`src/rtl/amseq_pkg.sv`:
```
package amseq_pkg;

  parameter int SETUP_W = 4;
  parameter int HOLD_W  = 4;
  parameter int DSET_W  = 8;
  parameter int TURN_W  = 4;

  localparam int SH_MAX = (SETUP_W > HOLD_W) ? SETUP_W : HOLD_W;
  localparam int DT_MAX = (DSET_W > TURN_W) ? DSET_W : TURN_W;
  localparam int CNT_W  = (SH_MAX > DT_MAX) ? SH_MAX : DT_MAX;

  typedef enum logic [2:0] {
    PH_IDLE  = 3'd0,
    PH_SETUP = 3'd1,
    PH_HOLD  = 3'd2,
    PH_DATA  = 3'd3,
    PH_TURN  = 3'd4
  } phase_e;

  typedef struct packed {
    logic              mux;
    logic [SETUP_W-1:0] setup;
    logic [HOLD_W-1:0]  hold;
    logic [DSET_W-1:0]  dset;
    logic [TURN_W-1:0]  turn;
  } timing_t;

  // hold of zero is promoted to one cycle; returns length minus one
  function automatic logic [CNT_W-1:0] hold_last(input logic [HOLD_W-1:0] h);
    logic [CNT_W-1:0] r;
    if (h == '0) r = '0;
    else         r = CNT_W'(h) - CNT_W'(1);
    return r;
  endfunction

endpackage

```
`src/rtl/amseq_rst_sync.sv`:
```
module amseq_rst_sync (
  input  logic clk,
  input  logic rst_n,
  output logic rst_n_sync
);

  logic [1:0] stage_q;
  logic [1:0] stage_d;

  always_comb begin
    stage_d = {stage_q[0], 1'b1};
  end

  always_ff @(posedge clk or negedge rst_n) begin
    if (!rst_n) stage_q <= 2'b00;
    else        stage_q <= stage_d;
  end

  assign rst_n_sync = stage_q[1];

endmodule

```
`src/rtl/amseq_req_latch.sv`:
```
module amseq_req_latch
  import amseq_pkg::*;
#(
  parameter int AW = 24,
  parameter int DW = 16
) (
  input  logic          clk,
  input  logic          rst_n,
  input  logic          capture_en,
  input  timing_t       cfg_in,
  input  logic          write_in,
  input  logic [AW-1:0] addr_in,
  input  logic [DW-1:0] wdata_in,
  output timing_t       cfg_q,
  output logic          write_q,
  output logic [AW-1:0] addr_q,
  output logic [DW-1:0] wdata_q
);

  timing_t       cfg_d;
  logic          write_d;
  logic [AW-1:0] addr_d;
  logic [DW-1:0] wdata_d;

  always_comb begin
    cfg_d   = cfg_q;
    write_d = write_q;
    addr_d  = addr_q;
    wdata_d = wdata_q;
    if (capture_en) begin
      cfg_d   = cfg_in;
      write_d = write_in;
      addr_d  = addr_in;
      wdata_d = wdata_in;
    end
  end

  always_ff @(posedge clk or negedge rst_n) begin
    if (!rst_n) begin
      cfg_q   <= '0;
      write_q <= 1'b0;
      addr_q  <= '0;
      wdata_q <= '0;
    end else begin
      cfg_q   <= cfg_d;
      write_q <= write_d;
      addr_q  <= addr_d;
      wdata_q <= wdata_d;
    end
  end

endmodule

```
`src/rtl/amseq_phase_seq.sv`:
```
module amseq_phase_seq
  import amseq_pkg::*;
(
  input  logic    clk,
  input  logic    rst_n,
  input  logic    req_valid,
  input  timing_t cfg_in,
  input  timing_t cfg_q,
  output phase_e  phase,
  output logic    phase_last,
  output logic    accept
);

  phase_e           phase_q, phase_d;
  logic [CNT_W-1:0] cnt_q, cnt_d;
  logic             cnt_zero;

  assign cnt_zero   = (cnt_q == '0);
  assign accept     = (phase_q == PH_IDLE) && req_valid;
  assign phase      = phase_q;
  assign phase_last = cnt_zero;

  always_comb begin
    phase_d = phase_q;
    cnt_d   = cnt_q;
    unique case (phase_q)
      PH_IDLE: begin
        if (req_valid) begin
          if (cfg_in.setup != '0) begin
            phase_d = PH_SETUP;
            cnt_d   = CNT_W'(cfg_in.setup) - CNT_W'(1);
          end else if (cfg_in.mux) begin
            phase_d = PH_HOLD;
            cnt_d   = hold_last(cfg_in.hold);
          end else begin
            phase_d = PH_DATA;
            cnt_d   = CNT_W'(cfg_in.dset);
          end
        end
      end
      PH_SETUP: begin
        if (!cnt_zero) begin
          cnt_d = cnt_q - CNT_W'(1);
        end else if (cfg_q.mux) begin
          phase_d = PH_HOLD;
          cnt_d   = hold_last(cfg_q.hold);
        end else begin
          phase_d = PH_DATA;
          cnt_d   = CNT_W'(cfg_q.dset);
        end
      end
      PH_HOLD: begin
        if (!cnt_zero) begin
          cnt_d = cnt_q - CNT_W'(1);
        end else begin
          phase_d = PH_DATA;
          cnt_d   = CNT_W'(cfg_q.dset);
        end
      end
      PH_DATA: begin
        if (!cnt_zero) begin
          cnt_d = cnt_q - CNT_W'(1);
        end else if (cfg_q.turn != '0) begin
          phase_d = PH_TURN;
          cnt_d   = CNT_W'(cfg_q.turn) - CNT_W'(1);
        end else begin
          phase_d = PH_IDLE;
          cnt_d   = '0;
        end
      end
      PH_TURN: begin
        if (!cnt_zero) begin
          cnt_d = cnt_q - CNT_W'(1);
        end else begin
          phase_d = PH_IDLE;
          cnt_d   = '0;
        end
      end
      default: begin
        phase_d = PH_IDLE;
        cnt_d   = '0;
      end
    endcase
  end

  always_ff @(posedge clk or negedge rst_n) begin
    if (!rst_n) begin
      phase_q <= PH_IDLE;
      cnt_q   <= '0;
    end else begin
      phase_q <= phase_d;
      cnt_q   <= cnt_d;
    end
  end

endmodule

```
`src/rtl/amseq_pin_drive.sv`:
```
module amseq_pin_drive
  import amseq_pkg::*;
#(
  parameter int AW = 24,
  parameter int DW = 16
) (
  input  phase_e        phase,
  input  logic          phase_last,
  input  logic          mux,
  input  logic          write,
  input  logic [AW-1:0] addr,
  input  logic [DW-1:0] wdata,
  input  logic [DW-1:0] dq_in,
  output logic          ce_n,
  output logic          adv_n,
  output logic          oe_n,
  output logic          we_n,
  output logic          dq_oe,
  output logic [DW-1:0] dq_out,
  output logic          done,
  output logic [DW-1:0] rdata
);

  logic [DW-1:0] addr_on_dq;
  logic          in_addr, in_data;

  generate
    if (AW >= DW) begin : g_addr_slice
      assign addr_on_dq = addr[DW-1:0];
    end else begin : g_addr_pad
      assign addr_on_dq = {{(DW-AW){1'b0}}, addr};
    end
  endgenerate

  always_comb begin
    in_addr = (phase == PH_SETUP) || (phase == PH_HOLD);
    in_data = (phase == PH_DATA);
    ce_n    = !(in_addr || in_data);
    adv_n   = !(mux && (phase == PH_SETUP));
    oe_n    = !(in_data && !write);
    we_n    = !(in_data && write);
    dq_oe   = (mux && in_addr) || (in_data && write);
    dq_out  = in_data ? wdata : (mux ? addr_on_dq : '0);
    done    = in_data && phase_last;
    rdata   = (done && !write) ? dq_in : '0;
  end

endmodule

```
`src/rtl/amseq_top.sv`:
```
module amseq_top
  import amseq_pkg::*;
#(
  parameter int AW = 24,
  parameter int DW = 16
) (
  input  logic               clk,
  input  logic               rst_n,
  input  logic               cfg_mux,
  input  logic [SETUP_W-1:0] cfg_setup,
  input  logic [HOLD_W-1:0]  cfg_hold,
  input  logic [DSET_W-1:0]  cfg_dset,
  input  logic [TURN_W-1:0]  cfg_turn,
  input  logic               req_valid,
  input  logic               req_write,
  input  logic [AW-1:0]      req_addr,
  input  logic [DW-1:0]      req_wdata,
  output logic               req_ready,
  output logic [DW-1:0]      rsp_rdata,
  output logic               mem_ce_n,
  output logic               mem_adv_n,
  output logic               mem_oe_n,
  output logic               mem_we_n,
  output logic [AW-1:0]      mem_addr,
  output logic [DW-1:0]      mem_dq_out,
  output logic               mem_dq_oe,
  input  logic [DW-1:0]      mem_dq_in
);

  logic          rst_n_sync;
  logic          accept;
  timing_t       cfg_in, cfg_q;
  logic          write_q;
  logic [AW-1:0] addr_q;
  logic [DW-1:0] wdata_q;
  phase_e        phase;
  logic          phase_last;

  always_comb begin
    cfg_in.mux   = cfg_mux;
    cfg_in.setup = cfg_setup;
    cfg_in.hold  = cfg_hold;
    cfg_in.dset  = cfg_dset;
    cfg_in.turn  = cfg_turn;
  end

  amseq_rst_sync u_rst (
    .clk        (clk),
    .rst_n      (rst_n),
    .rst_n_sync (rst_n_sync)
  );

  amseq_req_latch #(.AW(AW), .DW(DW)) u_latch (
    .clk        (clk),
    .rst_n      (rst_n_sync),
    .capture_en (accept),
    .cfg_in     (cfg_in),
    .write_in   (req_write),
    .addr_in    (req_addr),
    .wdata_in   (req_wdata),
    .cfg_q      (cfg_q),
    .write_q    (write_q),
    .addr_q     (addr_q),
    .wdata_q    (wdata_q)
  );

  amseq_phase_seq u_seq (
    .clk        (clk),
    .rst_n      (rst_n_sync),
    .req_valid  (req_valid),
    .cfg_in     (cfg_in),
    .cfg_q      (cfg_q),
    .phase      (phase),
    .phase_last (phase_last),
    .accept     (accept)
  );

  amseq_pin_drive #(.AW(AW), .DW(DW)) u_pins (
    .phase      (phase),
    .phase_last (phase_last),
    .mux        (cfg_q.mux),
    .write      (write_q),
    .addr       (addr_q),
    .wdata      (wdata_q),
    .dq_in      (mem_dq_in),
    .ce_n       (mem_ce_n),
    .adv_n      (mem_adv_n),
    .oe_n       (mem_oe_n),
    .we_n       (mem_we_n),
    .dq_oe      (mem_dq_oe),
    .dq_out     (mem_dq_out),
    .done       (req_ready),
    .rdata      (rsp_rdata)
  );

  assign mem_addr = addr_q;

endmodule

```
`config.mk`:
```
export PLATFORM = sky130hd
export DESIGN_NAME = amseq_top
export DESIGN_NICKNAME = d
export VERILOG_FILES = /design/src/rtl/amseq_pkg.sv /design/src/rtl/amseq_rst_sync.sv /design/src/rtl/amseq_req_latch.sv /design/src/rtl/amseq_phase_seq.sv /design/src/rtl/amseq_pin_drive.sv /design/src/rtl/amseq_top.sv
export SDC_FILE = /design/constraint.sdc
export NUM_CORES = 1
export LEC_CHECK = 0
export ABC_AREA = 0
export BUFFER_PORTS_ARGS = -buffer_cell sky130_fd_sc_hd__buf_2
export CORE_MARGIN = 8
export CORE_UTILIZATION = 49
export DETAILED_ROUTE_END_ITERATION = 8
export HOLD_SLACK_MARGIN = 0.02
export PLACE_DENSITY = 0.76
export REMOVE_ABC_BUFFERS = 1
export SLEW_MARGIN = 20
export SYNTH_ARGS = -nofsm -noshare
export SYNTH_HDL_FRONTEND = slang
export SYNTH_SLANG_ARGS = --single-unit
```
`constraint.sdc`:
```
create_clock -name clk -period 2.7 [get_ports clk]
set_clock_uncertainty 0.15 [all_clocks]
set_input_delay 0.27 -clock clk [delete_from_list [all_inputs] [get_ports clk]]
set_output_delay 0.27 -clock clk [all_outputs]
set_load 0.03 [all_outputs]
```
==> flow_metrics.env, run 1 <==
export IMPL_ff2ff_setup_slack_ns=0.35
export IMPL_synthArstFlopShare_pct=100
export IMPL_die_x_um=105
export IMPL_setup_violations=0
export IMPL_clock_sinks=71
export IMPL_initial_core_util_pct=50.6
export IMPL_drive_gt1_share_pct=43.0
export IMPL_io_pins=143
export IMPL_yosys_warnings=0
export IMPL_drv_slew=0
export IMPL_syn_cell_area_sq_mm=0.00391
export IMPL_critPathKind="reg2out"
export IMPL_p_leak_nw=2.64
export IMPL_rsz0062_at_grt="no"
export IMPL_cts_root_buf="clkbuf_8"
export IMPL_status="finished, final reports clean"
export IMPL_die_y_um=105
export IMPL_drv_cap=0
export IMPL_cts_made_buffers=9
export IMPL_slew_headroom_pct=57.5
export IMPL_dp_hpwl_um=8220
export IMPL_vias=3739
export IMPL_cp_end_kind="primary output"
export IMPL_fin_crit_ns=2.56
export IMPL_vias_per_cell=5.48
export IMPL_wl_per_cell_um=17.7
export IMPL_clk_path_buf_depth=2
export IMPL_final_common_cell="buf_2"
export IMPL_dr_pass1_iters=5
export IMPL_hold_class="in2reg"
export IMPL_grt_max_degree=46
export IMPL_row_count=32
export IMPL_grt_overflow=0
export IMPL_drc=0
export IMPL_dr_first_iter_drc_count=147
export IMPL_worstPathArrival_ns=2.14
export IMPL_start_kind="register"
export IMPL_layout_cells_non_filler=682
export IMPL_core_area_sq_mm=0.00773
export IMPL_antenna_found_initial=1
export IMPL_hold_viol=0
export IMPL_max_vdd_ir_drop_uv=895
export IMPL_synthFlopType="dfrtp_1"
export IMPL_grt_pass1_wl_um=20200
export IMPL_ys_seq_area_share_pct=45.5
export IMPL_postSynthAreaPerCell_sq_um=10.5
export IMPL_whs_ns=0.0283
export IMPL_dp_cells=609
export IMPL_cts_tree="done"
export IMPL_routabilityCongestion=0.923
export IMPL_max_freq_mhz=391
export IMPL_synth_edf_count=0
export IMPL_final_util_pct=71.4
export IMPL_clk_pin_slew_ns=0.08
export IMPL_fin_nets=658
export IMPL_grtUsageTotal_pct=22.3
export IMPL_area_delta_synth_final_pct=41.1
export IMPL_crit_required_ns=2.28
export IMPL_power_density_mw_per_mm2=1180
export IMPL_port_buffers=142
export IMPL_pre_cts_ws_ns=0.177
export IMPL_setup_tns_ns=0
export IMPL_layout_setup_ws_ns=0.141
export IMPL_synth_distinct_cells=66
export IMPL_drtAntennaViolNets=0
export IMPL_syn_inst=373
export IMPL_ys_seq_elements=71
export IMPL_clkLatencyLatePin_ns=0.35
export IMPL_period_share_pct=94.8
export IMPL_cp_max_fo=11
export IMPL_worst_slew_pin_slew_ns=0.636
export IMPL_first_global_vias=4077
export IMPL_cts_htree_levels=3
export IMPL_routed_wl_um=12100
export IMPL_dieArea_sq_mm=0.0111
export IMPL_mostFrequentLayoutCells="142 x buf_2, 70 x dfrtp_1, 60 x mux2_2"
-- stage by stage --
stage	total power, mW	area [sq um]
floorplan	4.43	3790
global placement	5.40	4760
detailed placement	5.51	4760
CTS	6.45	5500
global route	6.93	5520
finish	6.51	5520
-- area by class of cell --
cell class / count / area [sq um]
Inverter: 7 / 26.3
Clock buffer: 10 / 128
Multi-Input combinational cell: 275 / 2000
Sequential cell: 71 / 1780
Tap cell: 102 / 128
Antenna cell: 1 / 2.50
Fill cell: 527 / 2210
Clock inverter: 6 / 68.8
Timing Repair Buffer: 210 / 1390
-- path summary, 6_finish.rpt --
check | cells after the start | start | end
worst max-delay path | 8 | u_seq.cnt_q[1] | rsp_rdata[1]
worst min-delay path | 2 | cfg_dset[1] | u_latch.cfg_q[5]
worst max register to register | 9 | u_seq.cnt_q[1] | u_seq.cnt_q[0]
worst min register to register | 0 | u_rst.stage_q[1] | u_latch.cfg_q[5]
max in group asynchronous | 1 | u_rst.stage_q[1] | u_latch.addr_q[11]
min in group asynchronous | 2 | rst_n | u_rst.stage_q[1]
-- synth_stat cells, types with 2 or more instances --
| cell type | instances | area (sq um) |
|---|---|---|
| mux2_2 | 60 | 676 |
| o21a_1 | 3 | 22.5 |
| o31ai_1 | 4 | 30.0 |
| a31oi_1 | 3 | 18.8 |
| nor2b_1 | 3 | 18.8 |
| o21ai_0 | 19 | 95.1 |
| buf_4 | 5 | 37.5 |
| dfrtp_1 | 71 | 1780 |
| nor2_1 | 21 | 78.8 |
| inv_1 | 7 | 26.3 |
| nand3_1 | 17 | 85.1 |
| nor3_1 | 10 | 50.1 |
| nand3b_1 | 2 | 15.0 |
| and2_1 | 16 | 100 |
| o22ai_1 | 2 | 12.5 |
| xnor2_1 | 2 | 17.5 |
| or4b_1 | 2 | 20.0 |
| ha_1 | 3 | 37.5 |
| a222oi_1 | 2 | 20.0 |
| buf_2 | 4 | 20.0 |
| buf_1 | 2 | 7.51 |
| a21o_1 | 3 | 22.5 |
| a21oi_1 | 19 | 95.1 |
| or2_2 | 2 | 12.5 |
| xor2_1 | 2 | 17.5 |
| nand2_1 | 43 | 161 |
| clkbuf_1 | 7 | 26.3 |
-- what timing repair did --
| action | in CTS | in global routing |
|---|---|---|
| hold buffers | 52 | 0 |
| pin swaps | 1 | 0 |
| buffers inserted | 3 | 1 |
| gates resized for setup | 1 | 1 |
| setup endpoints to repair | 16 | 12 |
| hold endpoints to repair | 53 | 0 |
-- layer usage --
metal,vias up,track usage [%],part of all wire [%]
met5,-,0,0
met4,0,9.99,2.4
met3,29,7.25,7.6
met2,162,37.5,51
met1,1804,25.4,39
li1,1744,-,-
-- worst max-delay path: stages, from the launching register on --
cell and delay, ns:
dfrtp_1 0.44, inv_1 0.11, ha_1 0.17, nor4b_4 0.23
nand2_2 0.13, nor3_4 0.19, buf_4 0.17, and2_1 0.13
buf_2 0.20
-- sequential cells by signal, summed over array words and instances, names as in the netlist --
register and cells:
u_latch.cfg_q 17, u_rst.stage_q 2, u_seq.cnt_q 8, u_latch.write_q 1, u_latch.addr_q 24, u_latch.wdata_q 16, u_seq.phase 3
-- logic make-up (layout without fill, tap and decap cells) --
logic type / after synthesis / in the layout / synth area share, %
adders and majority gates: 3 / 3 / 0.961
other: 1 / 2 / 0.0960
buffers and inverters: 27 / 233 / 3.68
DFF: 71 / 71 / 45.5
xor gates and xnor gates: 4 / 4 / 0.897
AOI/OAI and AO/OA: 74 / 74 / 13.0
and+or+nand+nor: 132 / 132 / 18.3
muxes: 61 / 61 / 17.5
-- power by group --
part	switching, mW	internal, mW	leakage, nW
Clock	0.426	0.430	0.0851
Combinational	2.17	1.43	1.70
Sequential	0.469	1.59	0.851
Total	3.06	3.45	2.64
(Power assumes the default switching activity.)
==> run 2: changes to the inputs <==
==> constraint.sdc (replaced) <==
create_clock -name clk -period 2.7 [get_ports clk]
set_clock_uncertainty 0.15 [all_clocks]
set_input_delay 0.405 -clock clk [delete_from_list [all_inputs] [get_ports clk]]
set_output_delay 0.405 -clock clk [all_outputs]
set_load 0.03 [all_outputs]
==> run 2 against run 1 <==
  * Largest cell class unchanged
  * Setup slack got worse by 0.039 ns
  * Clock-buffer cell count did not move
  * Highest routed layer unchanged
  * Total power rose by 2.0%
  * Wire length fell by 9.7%
  * Utilization fell by 4.2 points
  * Combinational power fell by 1%
  * Fmax fell by 1.5%
  * Register-to-register slack improved by 0.05 ns
==> flow_metrics.env, run 2 (synthesis gave the netlist of run 1 again) <==
export IMPL_cp_num_cells=8
export IMPL_cp_endpoint="rsp_rdata[15]"
export IMPL_cts_htree_levels=3
export IMPL_io_pins=143
export IMPL_cts_made_buffers=9
export IMPL_grt_pass1_wl_um=17200
export IMPL_reg_top3="u_latch.addr_q x24, u_latch.cfg_q x17, u_latch.wdata_q x16"
export IMPL_met2_usage_pct=30.8
export IMPL_grt_most_used_layer="met2"
export IMPL_final_util_pct=67.2
export IMPL_worst_slew_pin_slew_ns=0.619
export IMPL_hold_class="reg2async"
export IMPL_cp_num_buf_inv=3
export IMPL_critPathMaxStageDelay_ns=0.44
export IMPL_pwr_share_clk_pct=15.5
export IMPL_critPathKind="reg2out"
export IMPL_initial_core_util_pct=50.6
export IMPL_ff2ff_setup_slack_ns=0.40
export IMPL_core_area_sq_mm=0.00773
export IMPL_routed_wl_um=10900
export IMPL_pre_cts_ws_ns=0.250
export IMPL_vias_per_cell=5.51
export IMPL_path_cells="inv_2 > ha_4 > nor4b_4 > nand2_2 > nor3_4 > buf_6 > and2_1 > buf_4"
export IMPL_setup_tns_ns=0
export IMPL_row_count=32
export IMPL_grt_overflow=0
export IMPL_status="finished, final reports clean"
export IMPL_first_global_vias=3571
export IMPL_largest_register_ffs=24
export IMPL_worstPathArrival_ns=2.04
export IMPL_max_vdd_ir_drop_uv=1030
export IMPL_path_delay_family="simple AND/OR/NAND/NOR gates"
export IMPL_dr_pass1_iters=5
export IMPL_final_common_cell="buf_2"
export IMPL_drive_gt1_share_pct=50.1
export IMPL_wl_per_cell_um=17.2
export IMPL_drv_cap=0
export IMPL_largest_register="u_latch.addr_q"
export IMPL_fin_crit_ns=2.60
export IMPL_drv_slew=0
export IMPL_start_kind="register"
export IMPL_drc=0
export IMPL_startpoint="u_seq.cnt_q[0]"
export IMPL_met3_usage_pct=7.49
export IMPL_fin_nets=612
export IMPL_swShare_pct=44.9
export IMPL_combPwrFrac_pct=53.6
export IMPL_layout_setup_ws_ns=0.102
export IMPL_power_density_mw_per_mm2=1280
export IMPL_grt_met1_usage_pct=21.8
export IMPL_final_area_sq_mm=0.00519
export IMPL_crit_required_ns=2.14
export IMPL_setup_violations=0
export IMPL_cts_tree="done"
export IMPL_dieArea_sq_mm=0.0111
export IMPL_clkLatencyLatePin_ns=0.34
export IMPL_timing_rr_start="u_seq.phase[1]"
export IMPL_antenna_found_initial=0
export IMPL_grtUsageTotal_pct=18.9
export IMPL_drtAntennaViolNets=0
export IMPL_power_switching_mw=2.98
export IMPL_period_share_pct=96.2
export IMPL_area_delta_synth_final_pct=32.9
export IMPL_dp_hpwl_um=8050
export IMPL_rr_worst_depth=4
export IMPL_hold_viol=0
export IMPL_cts_root_buf="clkbuf_8"
export IMPL_die_y_um=105
export IMPL_internal_power_mw=3.66
export IMPL_slew_headroom_pct=58.7
export IMPL_p_seq_share_pct=30.9
export IMPL_clk_path_buf_depth=2
export IMPL_routabilityCongestion=0.885
export IMPL_dr_first_iter_drc_count=117
export IMPL_max_freq_mhz=385
export IMPL_cp_end_kind="primary output"
export IMPL_grt_max_degree=47
export IMPL_cp_max_fo=8
export IMPL_antenna_cells=0
export IMPL_clock_sinks=71
export IMPL_rsz0062_at_grt="yes"
export IMPL_worst_path_max_delay_cell="dfrtp_2"
export IMPL_vias=3496
export IMPL_placed_area_sq_mm=0.00474
export IMPL_die_x_um=105
export IMPL_finalPower_mw=6.64
export IMPL_port_buffers=142
export IMPL_p_leak_nw=2.49
export IMPL_worst_r2r_endpoint="u_latch.cfg_q[14]"
export IMPL_clk_pin_slew_ns=0.08
export IMPL_mostFrequentLayoutCells="126 x buf_2, 68 x dfrtp_1, 60 x mux2_2"
run 2: changes by cell type in the layout (fill, tap and decap cells not counted), moves of 4 or more:
cell,before,now
and2_4,0,8
dlygate4sd3_1,52,1
buf_2,142,126
buf_4,13,24
clkinvlp_4,4,0
and2_1,16,8
buf_6,0,11
run 2: power groups by stage:
stage	registers, mW	logic (mW)	clock network [mW]
6_report	2.05	3.56	1.03
5_1_grt	2.14	3.85	1.09
4_1_cts	2.05	3.44	1.05
3_5_place_dp	2.06	3.41	0
3_3_place_gp	2.04	3.33	0
2_1_floorplan	2.38	2.05	0
run 2: per-layer routing:
| metal | share of wire (%) | vias to the layer above |
|---|---|---|
| met2 | 49 | 146 |
| met1 | 40 | 1676 |
| met3 | 9.0 | 24 |
| met5 | 0 | - |
| li1 | - | 1650 |
| met4 | 2.4 | 0 |
run 2: worst min-delay path by stage:
stage	from	to	slack (ns)	cells past startpoint
floorplan	rst_n	u_rst.stage_q[0]	-0.04	0
finish	u_rst.stage_q[1]	u_seq.phase[0]	0.11	0
CTS	req_addr[7]	u_latch.addr_q[7]	0.12	2
detailed placement	rst_n	u_rst.stage_q[0]	0.05	1
global placement	rst_n	u_rst.stage_q[0]	0.04	1
global route	req_addr[11]	u_latch.addr_q[11]	0.13	2
run 2: through the flow:
step | hold WS [ns] | cells
6_report | 0.110 | 635
3_5_place_dp | 0.0483 | 608
5_1_grt | 0.126 | 635
2_1_floorplan | -0.0406 | 353
3_3_place_gp | 0.0405 | 608
4_1_cts | 0.124 | 626
run 2: repair_timing:
action                     4_1_cts  5_1_grt
hold endpoints to repair         2        0
hold buffers                     1        0
setup endpoints to repair       16       16
gates resized for setup          0       60
pin swaps                        0        3
setup buffers                    1        8
gates cloned                     0        1
run 2: cell type report:
type,instances,area (sq um)
timing repair buffer,164,985
fill,603,2540
clock buffer,10,128
clock inverter,6,116
inverter,7,26.3
sequential,71,1780
tap,102,128
multi-input combinational,275,2030
run 2: worst register-to-register path, delay by kind of cell, from the launching register on:
family	cells	cell delay (ns)
buffers and inverters	1	0.32
flip-flops	1	0.53
multiplexers	1	0.39
AND/OR/NAND/NOR	2	0.80
